**src/rtl/hbm_pkg.sv**
```systemverilog
`timescale 1ns/1ps
package hbm_pkg;

  localparam int WIN_OFF_W = 12;
  localparam int BANK_W    = 8;
  localparam int WIDE_W    = BANK_W + WIN_OFF_W;

  typedef logic [BANK_W-1:0]    bank_t;
  typedef logic [WIN_OFF_W-1:0] woff_t;

  localparam logic [7:0] UNLOCK_KEY = 8'h0A;
  localparam logic [7:0] LOCK_KEY   = 8'h00;

  localparam bank_t RST_ROM_LO  = 8'd2;
  localparam bank_t RST_ROM_HI  = 8'd3;
  localparam bank_t RST_SRAM_LO = 8'd0;
  localparam bank_t RST_SRAM_HI = 8'd1;

  typedef enum logic [2:0] {
    CS_LOCK, CS_SRAM_LO, CS_SRAM_HI, CS_ROM_LO, CS_ROM_HI, CS_NONE
  } ctl_slice_e;

  typedef enum logic [2:0] {
    RG_ROM_LO, RG_ROM_HI, RG_SRAM_LO, RG_SRAM_HI, RG_OTHER
  } region_e;

  typedef struct packed {
    logic  unlocked;
    bank_t rom_lo;
    bank_t rom_hi;
    bank_t sram_lo;
    bank_t sram_hi;
  } map_state_t;

  function automatic ctl_slice_e decode_slice(input logic [5:0] s);
    case (s)
      6'h00:        return CS_LOCK;
      6'h01:        return CS_SRAM_LO;
      6'h02:        return CS_SRAM_HI;
      6'h08, 6'h09: return CS_ROM_LO;
      6'h0C, 6'h0D: return CS_ROM_HI;
      default:      return CS_NONE;
    endcase
  endfunction

  function automatic region_e region_of(input logic [15:0] a);
    if (a[15:13] == 3'b010)      return RG_ROM_LO;
    else if (a[15:13] == 3'b011) return RG_ROM_HI;
    else if (a[15:12] == 4'hA)   return RG_SRAM_LO;
    else if (a[15:12] == 4'hB)   return RG_SRAM_HI;
    else                         return RG_OTHER;
  endfunction

endpackage

```
**src/rtl/hbm_ctrl_regs.sv**
```systemverilog
`timescale 1ns/1ps
module hbm_ctrl_regs
  import hbm_pkg::*;
(
  input  logic        clk,
  input  logic        rst,
  input  logic        wr,
  input  logic [15:0] addr,
  input  logic [7:0]  wdata,
  output map_state_t  st
);

  ctl_slice_e kind;
  assign kind = decode_slice(addr[15:10]);

  always_ff @(posedge clk) begin
    if (rst) begin
      st.unlocked <= 1'b0;
      st.rom_lo   <= RST_ROM_LO;
      st.rom_hi   <= RST_ROM_HI;
      st.sram_lo  <= RST_SRAM_LO;
      st.sram_hi  <= RST_SRAM_HI;
    end else if (wr) begin
      case (kind)
        CS_LOCK: begin
          if (wdata == UNLOCK_KEY)    st.unlocked <= 1'b1;
          else if (wdata == LOCK_KEY) st.unlocked <= 1'b0;
        end
        CS_SRAM_LO: st.sram_lo <= wdata;
        CS_SRAM_HI: st.sram_hi <= wdata;
        CS_ROM_LO:  st.rom_lo  <= wdata;
        CS_ROM_HI:  st.rom_hi  <= wdata;
        default: ;
      endcase
    end
  end

  // defaults after reset
  assert_reset_defaults_R1: assert property (@(posedge clk)
    rst |=> (!st.unlocked && st.rom_lo == 8'd2 && st.rom_hi == 8'd3 &&
             st.sram_lo == 8'd0 && st.sram_hi == 8'd1));

  assert_unlock_R2: assert property (@(posedge clk) disable iff (rst)
    (wr && addr[15:10] == 6'h00 && wdata == 8'h0A) |=> st.unlocked);

  assert_lock_R2: assert property (@(posedge clk) disable iff (rst)
    (wr && addr[15:10] == 6'h00 && wdata == 8'h00) |=> !st.unlocked);

  assert_key_hold_R2: assert property (@(posedge clk) disable iff (rst)
    (wr && addr[15:10] == 6'h00 && wdata != 8'h00 && wdata != 8'h0A)
    |=> $stable(st.unlocked));

  assert_sram_lo_load_R3: assert property (@(posedge clk) disable iff (rst)
    (wr && addr[15:10] == 6'h01) |=> st.sram_lo == $past(wdata));

  assert_sram_hi_load_R3: assert property (@(posedge clk) disable iff (rst)
    (wr && addr[15:10] == 6'h02) |=> st.sram_hi == $past(wdata));

  assert_rom_lo_load_R4: assert property (@(posedge clk) disable iff (rst)
    (wr && addr[15:11] == 5'b00100) |=> st.rom_lo == $past(wdata));

  assert_rom_hi_load_R4: assert property (@(posedge clk) disable iff (rst)
    (wr && addr[15:11] == 5'b00110) |=> st.rom_hi == $past(wdata));

  assert_idle_hold_R10: assert property (@(posedge clk) disable iff (rst)
    (!wr || addr[15] || (addr[15:10] != 6'h00 && addr[15:10] != 6'h01 &&
      addr[15:10] != 6'h02 && addr[15:11] != 5'b00100 && addr[15:11] != 5'b00110))
    |=> $stable(st));

endmodule

```
**src/rtl/hbm_xlate.sv**
```systemverilog
`timescale 1ns/1ps
module hbm_xlate
  import hbm_pkg::*;
#(
  parameter int PHYS_AW = 17
) (
  input  bank_t               bank,
  input  woff_t               off,
  output logic [PHYS_AW-1:0]  phys
);

  logic [WIDE_W-1:0] wide;
  assign wide = {bank, off};

  // A power-of-two memory keeps the low PHYS_AW bits: this is the wrap.
  generate
    if (PHYS_AW >= WIDE_W) begin : g_extend
      assign phys = {{(PHYS_AW-WIDE_W){1'b0}}, wide};
    end else begin : g_wrap
      assign phys = wide[PHYS_AW-1:0];
    end
  endgenerate

endmodule

```
**src/rtl/hbm_rdata_mux.sv**
```systemverilog
`timescale 1ns/1ps
module hbm_rdata_mux
  import hbm_pkg::*;
(
  input  logic    rd,
  input  region_e region,
  input  logic    unlocked,
  input  logic [7:0] rom_rdata,
  input  logic [7:0] sram_rdata,
  output logic [7:0] rdata
);

  always_comb begin
    rdata = 8'hFF;
    if (rd) begin
      case (region)
        RG_ROM_LO, RG_ROM_HI:   rdata = rom_rdata;
        RG_SRAM_LO, RG_SRAM_HI: rdata = unlocked ? sram_rdata : 8'hFF;
        default:                rdata = 8'hFF;
      endcase
    end
  end

endmodule

```
**src/rtl/halfbank_mapper.sv**
```systemverilog
`timescale 1ns/1ps
module halfbank_mapper
  import hbm_pkg::*;
#(
  parameter int ROM_BYTES  = 131072,
  parameter int SRAM_BYTES = 32768,
  localparam int ROM_AW    = $clog2(ROM_BYTES),
  localparam int SRAM_AW   = $clog2(SRAM_BYTES)
) (
  input  logic               clk,
  input  logic               rst,
  input  logic [15:0]        cpu_addr,
  input  logic [7:0]         cpu_wdata,
  input  logic               cpu_wr,
  input  logic               cpu_rd,
  output logic [7:0]         cpu_rdata,
  output logic [ROM_AW-1:0]  rom_addr,
  input  logic [7:0]         rom_rdata,
  output logic [SRAM_AW-1:0] sram_addr,
  output logic [7:0]         sram_wdata,
  output logic               sram_we,
  input  logic [7:0]         sram_rdata
);

  map_state_t st;
  region_e    region;
  woff_t      off;
  bank_t      rom_bank;
  bank_t      sram_bank;
  logic       in_sram;

  assign region    = region_of(cpu_addr);
  assign off       = cpu_addr[WIN_OFF_W-1:0];
  assign rom_bank  = (region == RG_ROM_HI)  ? st.rom_hi  : st.rom_lo;
  assign sram_bank = (region == RG_SRAM_HI) ? st.sram_hi : st.sram_lo;
  assign in_sram   = (region == RG_SRAM_LO) || (region == RG_SRAM_HI);

  hbm_ctrl_regs u_regs (
    .clk   (clk),
    .rst   (rst),
    .wr    (cpu_wr),
    .addr  (cpu_addr),
    .wdata (cpu_wdata),
    .st    (st)
  );

  hbm_xlate #(.PHYS_AW(ROM_AW)) u_rom_xlate (
    .bank (rom_bank),
    .off  (off),
    .phys (rom_addr)
  );

  hbm_xlate #(.PHYS_AW(SRAM_AW)) u_sram_xlate (
    .bank (sram_bank),
    .off  (off),
    .phys (sram_addr)
  );

  hbm_rdata_mux u_mux (
    .rd         (cpu_rd),
    .region     (region),
    .unlocked   (st.unlocked),
    .rom_rdata  (rom_rdata),
    .sram_rdata (sram_rdata),
    .rdata      (cpu_rdata)
  );

  assign sram_we    = cpu_wr && in_sram && st.unlocked;
  assign sram_wdata = cpu_wdata;

  assert_rom_map_R5: assert property (@(posedge clk) disable iff (rst)
    (cpu_addr[15:14] == 2'b01) |->
      (32'(rom_addr) == ((32'(cpu_addr[13] ? st.rom_hi : st.rom_lo) * 4096
                          + 32'(cpu_addr[11:0])) % ROM_BYTES)));

  assert_sram_map_R6: assert property (@(posedge clk) disable iff (rst)
    (cpu_addr[15:13] == 3'b101) |->
      (32'(sram_addr) == ((32'(cpu_addr[12] ? st.sram_hi : st.sram_lo) * 4096
                           + 32'(cpu_addr[11:0])) % SRAM_BYTES)));

  assert_we_guard_R7: assert property (@(posedge clk) disable iff (rst)
    sram_we |-> (cpu_wr && st.unlocked && cpu_addr[15:13] == 3'b101));

  assert_we_fire_R7: assert property (@(posedge clk) disable iff (rst)
    (cpu_wr && st.unlocked && cpu_addr[15:13] == 3'b101) |-> sram_we);

  assert_locked_ff_R8: assert property (@(posedge clk) disable iff (rst)
    (cpu_rd && cpu_addr[15:13] == 3'b101 && !st.unlocked) |-> cpu_rdata == 8'hFF);

  assert_rom_pass_R9: assert property (@(posedge clk) disable iff (rst)
    (cpu_rd && cpu_addr[15:14] == 2'b01) |-> cpu_rdata == rom_rdata);

  assert_idle_ff_R9: assert property (@(posedge clk) disable iff (rst)
    !cpu_rd |-> cpu_rdata == 8'hFF);

endmodule

```
**config.mk**
```make
export PLATFORM = sky130hd
export DESIGN_NAME = halfbank_mapper
export DESIGN_NICKNAME = d
export VERILOG_FILES = /design/src/rtl/hbm_pkg.sv /design/src/rtl/hbm_ctrl_regs.sv /design/src/rtl/hbm_xlate.sv /design/src/rtl/hbm_rdata_mux.sv /design/src/rtl/halfbank_mapper.sv
export SDC_FILE = /design/constraint.sdc
export NUM_CORES = 1
export LEC_CHECK = 0
export BUFFER_PORTS_ARGS = -buffer_cell sky130_fd_sc_hd__clkbuf_2
export CORE_MARGIN = 1.5
export CORE_UTILIZATION = 43
export CTS_BUF_LIST = sky130_fd_sc_hd__clkbuf_8 sky130_fd_sc_hd__clkbuf_16
export CTS_CLUSTER_DIAMETER = 40
export DETAILED_ROUTE_END_ITERATION = 8
export PLACE_DENSITY = 0.86
export SYNTH_ARGS = -nofsm -noshare
export SYNTH_HDL_FRONTEND = slang
export SYNTH_SLANG_ARGS = --single-unit
export TNS_END_PERCENT = 50
```
**constraint.sdc**
```tcl
create_clock -name clk -period 1.9 [get_ports clk]
set_clock_uncertainty 0.1 [all_clocks]
set_input_delay 0.095 -clock clk [delete_from_list [all_inputs] [get_ports clk]]
set_output_delay 0.095 -clock clk [all_outputs]
set_load 0.01 [all_outputs]
```
* Word-level counts from Yosys, hierarchy flattened
Index checks and enable logic that the tools add are counted.
Cells by class: reductions and logical operators 17, equality and inequality tests 18, multiplexer cells 12
Operators by type and width (number):
- $eq A6 B4 Y1 const B | 4
- $eq A3 B2 Y1 const B | 6
- $mux W8 | 2
- $pmux W8 S2 | 1
- $mux W3 | 5
- $pmux W3 S5 | 1
- $eq A4 B4 Y1 const B | 2
- $eq A8 B4 Y1 const B | 1
- $logic_not A8 Y1 | 1
- $reduce_and A2 Y1 | 4
- $reduce_or A2 Y1 | 4
- $eq A3 B1 Y1 const B | 2
- $eq A6 B1 Y1 const B | 1
- $eq A6 B2 Y1 const B | 1
- $logic_not A3 Y1 | 2
- $logic_not A6 Y1 | 1
- $mux W5 | 1
- $eq A3 B3 Y1 const B | 1
- $reduce_and A3 Y1 | 1
- $logic_and A1 B1 Y1 | 2
- $mux W1 | 2
- $reduce_bool A2 Y1 | 1
- $logic_or A1 B1 Y1 | 1
Word-level totals: output and inout bits 49, register bits 17

* Depth between registers and ports, before layout
Gate-level depths: netlist of run 1.
word-level depth 9, gate-level depth with buffers 5

* By module
Synthesis of run 1 repeated with hierarchy kept, for this count alone.
Second synthesis, totals: cell total of the unflattened synthesis 213, area total of the unflattened synthesis 2024.4 sq um
Modules (own cells, without submodules):
- hbm_ctrl_regs | instances 1, seq. area each 660.6 sq um, area an instance 1280.0 sq um, cells an instance 122
- halfbank_mapper | instances 1, seq. area each 0.0 sq um, area an instance 330.3 sq um, cells an instance 33
- hbm_rdata_mux | instances 1, seq. area each 0.0 sq um, area an instance 173.9 sq um, cells an instance 26
- hbm_xlate (u_rom_xlate) | instances 1, seq. area each 0.0 sq um, area an instance 127.6 sq um, cells an instance 17
- hbm_xlate (u_sram_xlate) | instances 1, seq. area each 0.0 sq um, area an instance 112.6 sq um, cells an instance 15

* Worst setup path before layout of run 1
Ideal clock, no wire load.
path type input port to flip-flop, start in cpu_addr[13], end reg, netlist name u_regs.st[16], path buffers 1, stages on the path 5, setup slack 0.637 ns, data required time 1.680 ns, data arrival time 1.043 ns, library setup time 0.120 ns, cell sequence clkbuf_2 nand4b_1 nor3_2 nor2b_1 a211o_1
On the way: cells in the longest elaborated chain, start to end 5, elaborated cells between the ends (all ways) 12
Ends and longest elaborated chain:
- start: declaration | RTL line halfbank_mapper.sv:12 | input logic [15:0] cpu_addr,
- $eq A6 B4 Y1 | RTL line hbm_pkg.sv:36 | case (s)
- $reduce_or A2 Y1 | RTL line hbm_pkg.sv:36
- $pmux W3 S5 (*) | RTL line hbm_pkg.sv:36
- $eq A3 B3 Y1 (*) | RTL line hbm_ctrl_regs.sv:24 | case (kind)
- $reduce_and A2 Y1 (no source line) (*)
Mark *: on every way between the ends. The rest lies on a longest branch, timed or not. A chain may end at the register's enable or synchronous reset.

* Worst setup path in the final report of run 1
start in cpu_addr[13], end out cpu_rdata[1]
On the way: cells in the longest elaborated chain, start to end 9, elaborated cells between the ends (all ways) 16
Ends and longest elaborated chain:
- $eq A4 B4 Y1 | RTL line hbm_pkg.sv:50 | else if (a[15:12] == 4'hB) return RG_SRAM_HI;
- $mux W3 | RTL line hbm_pkg.sv:50
- $mux W3 | RTL line hbm_pkg.sv:49 | else if (a[15:12] == 4'hA) return RG_SRAM_LO;
- $mux W3 | RTL line hbm_pkg.sv:48 | else if (a[15:13] == 3'b011) return RG_ROM_HI;
- $mux W3 (*) | RTL line hbm_pkg.sv:47 | if (a[15:13] == 3'b010) return RG_ROM_LO;
- $eq A3 B2 Y1 (tied with other cells) | RTL line hbm_rdata_mux.sv:16 | case (region)
- $reduce_or A2 Y1 | RTL line hbm_rdata_mux.sv:16
- $pmux W8 S2 (*) | RTL line hbm_rdata_mux.sv:16
- $mux W8 (*) | RTL line hbm_rdata_mux.sv:15 | if (rd) begin
- end: declaration | RTL line halfbank_mapper.sv:16 | output logic [7:0] cpu_rdata,
Marks and branches as above.

==> impl_metrics.sql, run 1 <==
INSERT INTO impl_metrics (metric_group, metric, value, unit) VALUES
('sta', 'hold_viol', '0', ''),
('layout', 'layout.nets', '212', ''),
('detailed_routing', 'drt_iter0_drc', '58', ''),
('worst_setup_path', 'rrSetupSlack', '990', 'ps'),
('layout', 'final_core_util', '49.8', '%'),
('clocking', 'tritoncts', 'built', ''),
('sta', 'worst_slew_margin_rel', '66.1', '%'),
('clocking', 'clock-sinks', '17', ''),
('logic_synthesis', 'post-synth-top-area-fraction', '28.1', '%'),
('logic_synthesis', 'synth.avg_cell_area', '8.83', 'um2'),
('worst_setup_path', 'endpoint', 'cpu_rdata[1]', ''),
('worst_setup_path', 'timing.rr.start', 'u_regs.st[32]', ''),
('clocking', 'clk_pin_slew_worst_paths', '70', 'ps'),
('layout', 'largest_reg_flops', '17', ''),
('grt', 'grt_antenna_before_repair', '0', ''),
('detailed_routing', 'vias_per_cell', '5.23', ''),
('sta', 'timing.final.max_slew_violations', '0', ''),
('layout', 'top_register', 'u_regs.st', ''),
('logic_synthesis', 'postSynth.topFlopCell', 'dfxtp_1', ''),
('layout', 'layout-area-overhead-vs-synth', '11.5', '%'),
('grt', 'grt_pass1_wl', '4240', 'um'),
('floorplanning', 'die-height', '56.0', 'um'),
('grt', 'first_global_vias', '935', ''),
('grt', 'global_route.overflow_total', '0', ''),
('clocking', 'ctsLongestPathBuffers', '2', ''),
('clocking', 'post-cts-setup-buffers', '0', ''),
('placement', 'routabilityCongestion', '0.715', ''),
('logic_synthesis', 'mappedNetlistNets', '181', ''),
('grt', 'use_met3', '3.02', '%'),
('clocking', 'cts_root_buffer', 'clkbuf_8', ''),
('worst_setup_path', 'worst_setup_path_startpoint', 'cpu_addr[13]', ''),
('sta', 'worst_slew_pin_slew', '506', 'ps'),
('floorplanning', 'placement_rows', '19', ''),
('sta', 'maximum_clock_rate', '0.662', 'GHz'),
('layout', 'final_layout_size_suffix_gt1_share', '47.3', '%'),
('detailed_routing', 'num_vias', '1036', ''),
('clocking', 'worst_skew_pair.late_latency', '250', 'ps'),
('detailed_routing', 'wl', '2720', 'um'),
('logic_synthesis', 'synth.most_common_cell', 'buf_4', ''),
('worst_setup_path', 'end_kind', 'primary output', ''),
('detailed_routing', 'detail_route.drc_violations', '0', ''),
('logic_synthesis', 'synthesis.yosys.warnings', '0', ''),
('sta', 'setup-violations-final', '0', ''),
('logic_synthesis', 'ys_seq_area_share', '28.1', '%'),
('grt', 'top_usage_layer', 'met2', ''),
('logic_synthesis', 'post-synth-top-area-cell', 'dfxtp_1', ''),
('clocking', 'cts_made_buffers', '3', ''),
('logic_synthesis', 'post_synth_edffs', '0', ''),
('logic_synthesis', 'ys_ff_latch', '17', ''),
('worst_setup_path', 'cp_data_required_time', '1700', 'ps'),
('sta', 'unrepaired_setup_endpoints_after_global_routing', 'no', ''),
('grt', 'met2_usage', '29.6', '%'),
('layout', 'fillerInstances', '258', ''),
('grt', 'groute.usage.overall', '17.0', '%'),
('worst_setup_path', 'setup.worst_path.class', 'in -> out', ''),
('floorplanning', 'die_x', '56.0', 'um'),
('worst_setup_path', 'regToRegEndpoint', 'u_regs.st[32]', ''),
('sta', 'post-route-min-period', '1510', 'ps'),
('logic_synthesis', 'mappedNetlistArea', '0.00121', 'mm2'),
('floorplanning', 'core-area', '0.00271', 'mm2'),
('sta', 'post-route-period-util', '79.5', '%'),
('floorplanning', 'die_area', '0.00314', 'mm2'),
('detailed_routing', 'dr.pass1.iters', '4', ''),
('detailed_routing', 'wl_per_cell', '13.8', 'um'),
('status', 'run_status', 'finished, final reports clean', ''),
('clocking', 'post_cts.resized_instances', '0', ''),
('pwr', 'total_leakage_power', '0.000658', 'uW'),
('placement', 'placed_cell_area', '0.00130', 'mm2'),
('worst_setup_path', 'timing.critical_path.arrival', '1320', 'ps'),
('clocking', 'cts-hold-fix-buffers', '0', ''),
('layout', 'layout_top_registers', 'u_regs.st x17', '');
[stage by stage]
step / total power [uW] / setup slack [ps] / hold slack, ps / instances
floorplan: 491 / 637 / 113 / 137
global placement: 503 / 392 / 90.1 / 194
detailed placement: 505 / 395 / 90.1 / 194
CTS: 770 / 384 / 25.1 / 198
global route: 799 / 301 / 76.3 / 198
finish: 770 / 389 / 24.6 / 198
[area by class of cell]
cell class	instances	area [um2]	share of cell area, %
clock buffer	3	41.3	3.06
clock inverter	1	3.75	0.278
inverter	2	7.51	0.557
multi-input combinational	81	599	44.4
tap	31	38.8	2.88
timing repair buffer	63	318	23.6
sequential	17	340	25.2
[power by group]
part	switching [uW]	internal [uW]
clock	129	144
combinational	73.1	63.8
sequential	1.22	359
total	204	566
[worst max-delay path, cell delays in order]
cell	delay [ps]
clkbuf_2	140
and3b_2	290
o21ai_1	450
a221o_1	200
clkbuf_2	130
[metal layers]
layer  share of wire, %  vias up
li1                   -      510
met1                 42      462
met2                 48       52
met3                7.7       12
met4                2.3        0
met5                  0        -
[how the worst min path moves through the flow]
stage          slack [ps]         start       endpoint  cells past startpoint
2_1_floorplan         110  cpu_wdata[0]  u_regs.st[16]                      1
5_1_grt                80  cpu_wdata[0]  u_regs.st[16]                      2
4_1_cts                30  cpu_wdata[4]  u_regs.st[20]                      3
3_5_place_dp           90   cpu_addr[5]    rom_addr[5]                      0
3_3_place_gp           90   cpu_addr[5]    rom_addr[5]                      0
6_report               20  cpu_wdata[4]  u_regs.st[20]                      3
[cell usage in the layout, fill, tap and decap left out, drive strengths merged, types with 2 or more instances in the layout]
master / instances
mux2: 8
nand2b: 9
a21oi: 3
mux2i: 9
a221o: 8
nand3: 4
dfxtp: 17
nor4: 2
a211o: 4
nor2: 12
nand4b: 2
nor2b: 2
inv: 3
nand2: 7
nor3: 2
o21ai: 2
clkbuf: 65
[cell families (layout without fill, tap and decap cells)]
family	count (synthesis)	count (layout)	share of synthesized area (%)
compound gates	17	17	11.6
buf+inv	39	69	22.3
flops	17	17	28.1
mux	17	17	14.9
simple gates	47	47	23.1
No activity file was read; power rests on OpenSTA's default activity.
==> run 2, diff against run 1 <==
CORE_UTILIZATION = 36   (was 43)
PLACE_DENSITY = 0.77   (was 0.86)
clock period = 1.2 ns   (was 1.9 ns; I/O delays follow)
==> run 2 against run 1 <==
Net effect:
- the run now ends with negative setup slack left
- count of clock-buffer cells in the layout unchanged
- via count is 7.5% higher
- first-iteration DRC count is 36% lower
- critical path depth down 2
- worst hold slack lost 4.6 ps
- global-route usage is 0.083 points higher
- final area rose by 14%
- clock power is 60% higher
==> impl_metrics.sql, run 2 (synthesis results as in run 1) <==
INSERT INTO impl_metrics (metric_group, metric, value, unit) VALUES
('detailed_routing', 'dr.pass1.iters', '3', ''),
('detailed_routing', 'vias_per_cell', '4.89', ''),
('layout', 'top_register', 'u_regs.st', ''),
('floorplanning', 'initial_core_util', '38.7', '%'),
('sta', 'hold_viol', '0', ''),
('floorplanning', 'floorplan.io_pins', '93', ''),
('worst_setup_path', 'setup.worst_path.class', 'reg -> out', ''),
('layout', 'largest_reg_flops', '17', ''),
('grt', 'global_route.overflow_total', '0', ''),
('worst_hold_path', 'hold_path.class', 'in -> out', ''),
('pwr', 'power.switching_fraction', '26.5', '%'),
('placement', 'pre_cts_ws', '-157', 'ps'),
('clocking', 'htreeDepth', '1', ''),
('sta', 'timing.hold.ws', '20.0', 'ps'),
('detailed_routing', 'detail_route.drc_violations', '0', ''),
('worst_hold_path', 'hold-path-cell-count', '0', ''),
('placement', 'placement.io_buffers', '62', ''),
('layout', 'layout.nets', '229', ''),
('clocking', 'cts_root_buffer', 'clkbuf_8', ''),
('pwr', 'power.share.clock', '34.6', '%'),
('placement', 'routabilityCongestion', '0.732', ''),
('layout', 'fillerInstances', '317', ''),
('pwr', 'total_leakage_power', '0.000757', 'uW'),
('pwr', 'switchingPower', '335', 'uW'),
('floorplanning', 'core-area', '0.00313', 'mm2'),
('sta', 'unrepaired_setup_endpoints_after_global_routing', 'yes', ''),
('clocking', 'clk_pin_slew_worst_paths', '60', 'ps'),
('sta', 'worst_slew_margin_rel', '79.1', '%'),
('layout', 'final_cell_count_no_fill', '228', ''),
('floorplanning', 'die_area', '0.00372', 'mm2'),
('pwr', 'internal-power', '928', 'uW'),
('sta', 'setup-violations-final', '8', ''),
('worst_setup_path', 'cp_data_required_time', '1040', 'ps'),
('sta', 'tns', '-736', 'ps'),
('floorplanning', 'die_x', '61.0', 'um'),
('grt', 'grt_max_degree', '14', ''),
('sta', 'worst_slew_pin_slew', '313', 'ps'),
('worst_setup_path', 'timing.rr.start', 'u_regs.st[16]', ''),
('status', 'violations', 'negative setup slack', ''),
('clocking', 'clock-sinks', '17', ''),
('detailed_routing', 'antenna_violating_nets_post_route', '0', ''),
('layout', 'mostFrequentLayoutCells', 'clkbuf_2 (59), buf_4 (18), dfxtp_1 (16)', ''),
('clocking', 'cts-hold-fix-buffers', '0', ''),
('layout', 'layout_top_registers', 'u_regs.st x17', ''),
('pwr', 'power-per-cell-area', '825', 'mW/mm2'),
('sta', 'maximum_clock_rate', '0.766', 'GHz'),
('grt', 'grt_pass1_wl', '4670', 'um'),
('detailed_routing', 'num_vias', '1114', ''),
('worst_hold_path', 'worst_hold_startpoint', 'cpu_addr[1]', ''),
('layout', 'mostFrequentLayoutCell', 'clkbuf_2', ''),
('pwr', 'vdd.ir_drop.worst', '0.498', 'mV'),
('pwr', 'p_comb_share', '20.5', '%'),
('clocking', 'cts_made_buffers', '3', ''),
('layout', 'n_antenna_cell', '0', ''),
('detailed_routing', 'drt_iter0_drc', '37', ''),
('sta', 'timing.final.max_slew_violations', '0', ''),
('layout', 'layout-area-overhead-vs-synth', '26.7', '%'),
('worst_setup_path', 'timing.critical_path.arrival', '1150', 'ps'),
('layout', 'final_layout_size_suffix_gt1_share', '54.9', '%'),
('grt', 'first_global_vias', '1064', ''),
('detailed_routing', 'wl', '2890', 'um'),
('worst_setup_path', 'regToRegEndpoint', 'u_regs.st[16]', ''),
('clocking', 'worst_skew_pair.late_latency', '260', 'ps'),
('placement', 'dp_cells', '224', ''),
('clocking', 'post-cts-setup-buffers', '0', ''),
('worst_setup_path', 'critical_path_peak_fanout', '9', ''),
('grt', 'grt_antenna_before_repair', '0', ''),
('sta', 'postLayoutSetupSlackWorst', '-106', 'ps'),
('status', 'run_status', 'finished, violations left', ''),
('sta', 'post-route-min-period', '1310', 'ps'),
('clocking', 'tritoncts', 'built', ''),
('worst_setup_path', 'end_kind', 'primary output', ''),
('placement', 'detailed_place_hpwl', '2460', 'um'),
('clocking', 'ctsLongestPathBuffers', '2', ''),
('flow_run', 'max_cap_viol_count', '0', ''),
('worst_setup_path', 'cpPeakStageDelay', '390', 'ps'),
('floorplanning', 'die-height', '61.0', 'um'),
('worst_hold_path', 'worstHoldEndpoint', 'rom_addr[1]', ''),
('worst_setup_path', 'timing.reg2reg.worst_path_depth', '2', ''),
('worst_setup_path', 'cp_cell_sequence', 'nand2b_1, a221o_1, clkbuf_2', ''),
('worst_setup_path', 'rrSetupSlack', '310', 'ps'),
('worst_setup_path', 'cp_launch_type', 'flop', ''),
('pwr', 'power.sequential.fraction', '44.9', '%'),
('sta', 'post-route-period-util', '109', '%'),
('grt', 'groute.usage.overall', '17.1', '%'),
('worst_setup_path', 'slowest_cell_on_crit_path', 'dfxtp_4', ''),
('detailed_routing', 'wl_per_cell', '12.7', 'um'),
('floorplanning', 'placement_rows', '20', '');
## run 2: changes by cell type in the layout (fill, tap and decap cells not counted), sizes merged
cell and delta:
inv -1, clkinv +1, buf +20, clkbuf -3
## run 2: power groups by stage
stage / Clock, uW / Combinational [uW] / Sequential [uW]
6_report: 437 / 259 / 568
3_5_place_dp: 0 / 255 / 583
3_3_place_gp: 0 / 252 / 583
5_1_grt: 473 / 282 / 568
4_1_cts: 444 / 261 / 568
2_1_floorplan: 0 / 196 / 582
## run 2: worst max path at each step
stage | from | to | slack [ps]
after floorplan | cpu_addr[15] | u_regs.st[0] | -10
after global placement | cpu_wdata[4] | u_regs.st[32] | -160
after detailed placement | cpu_addr[15] | u_regs.st[0] | -160
after CTS | u_regs.st[32] | cpu_rdata[2] | -120
after global routing | u_regs.st[32] | cpu_rdata[3] | -160
final | u_regs.st[32] | cpu_rdata[2] | -110
## run 2: worst max-delay path: cells and delay by family (launching register included)
kind,cells,cell delay (ps)
flops,1,390
buf+inv,1,130
compound gates,1,300
simple gates,1,70
## run 2: layout make-up
cell class                 count  area [um2]  share of cell area (%)
clock buffer                   3        41.3                    2.69
clock inverter                 1        5.00                   0.327
inverter                       2        7.51                   0.490
multi-input combinational     81         619                    40.4
sequential                    17         344                    22.4
tap                           44        55.1                    3.59
timing repair buffer          80         460                    30.0
## run 2: timing repair
action | 4_1_cts | 5_1_grt
endpoints found under the hold margin | 0 | 0
pin swaps | 1 | 0
cloned | 0 | 0
gates resized for setup | 6 | 4
setup endpoints to repair | 17 | 16
## run 2: stage by stage
| step | util [%] | power, uW | instance area, um2 |
|---|---|---|---|
| floorplan | - | 778 | 1220 |
| global placement | 46.9 | 834 | 1470 |
| detailed placement | 46.9 | 838 | 1470 |
| CTS | 48.9 | 1270 | 1530 |
| global route | 49.0 | 1320 | 1530 |
| finish | 49.0 | 1260 | 1530 |
## run 2: metal layers
layer / routed length (um) / GRT usage [%] / vias up / share of wire [%]
met5: 0 / 0 / - / 0
met4: 68 / 10.6 / 0 / 2.4
met3: 156 / 3.41 / 7 / 5.4
met2: 1460 / 29.6 / 39 / 50
met1: 1210 / 19.1 / 523 / 42
li1: - / - / 545 / -
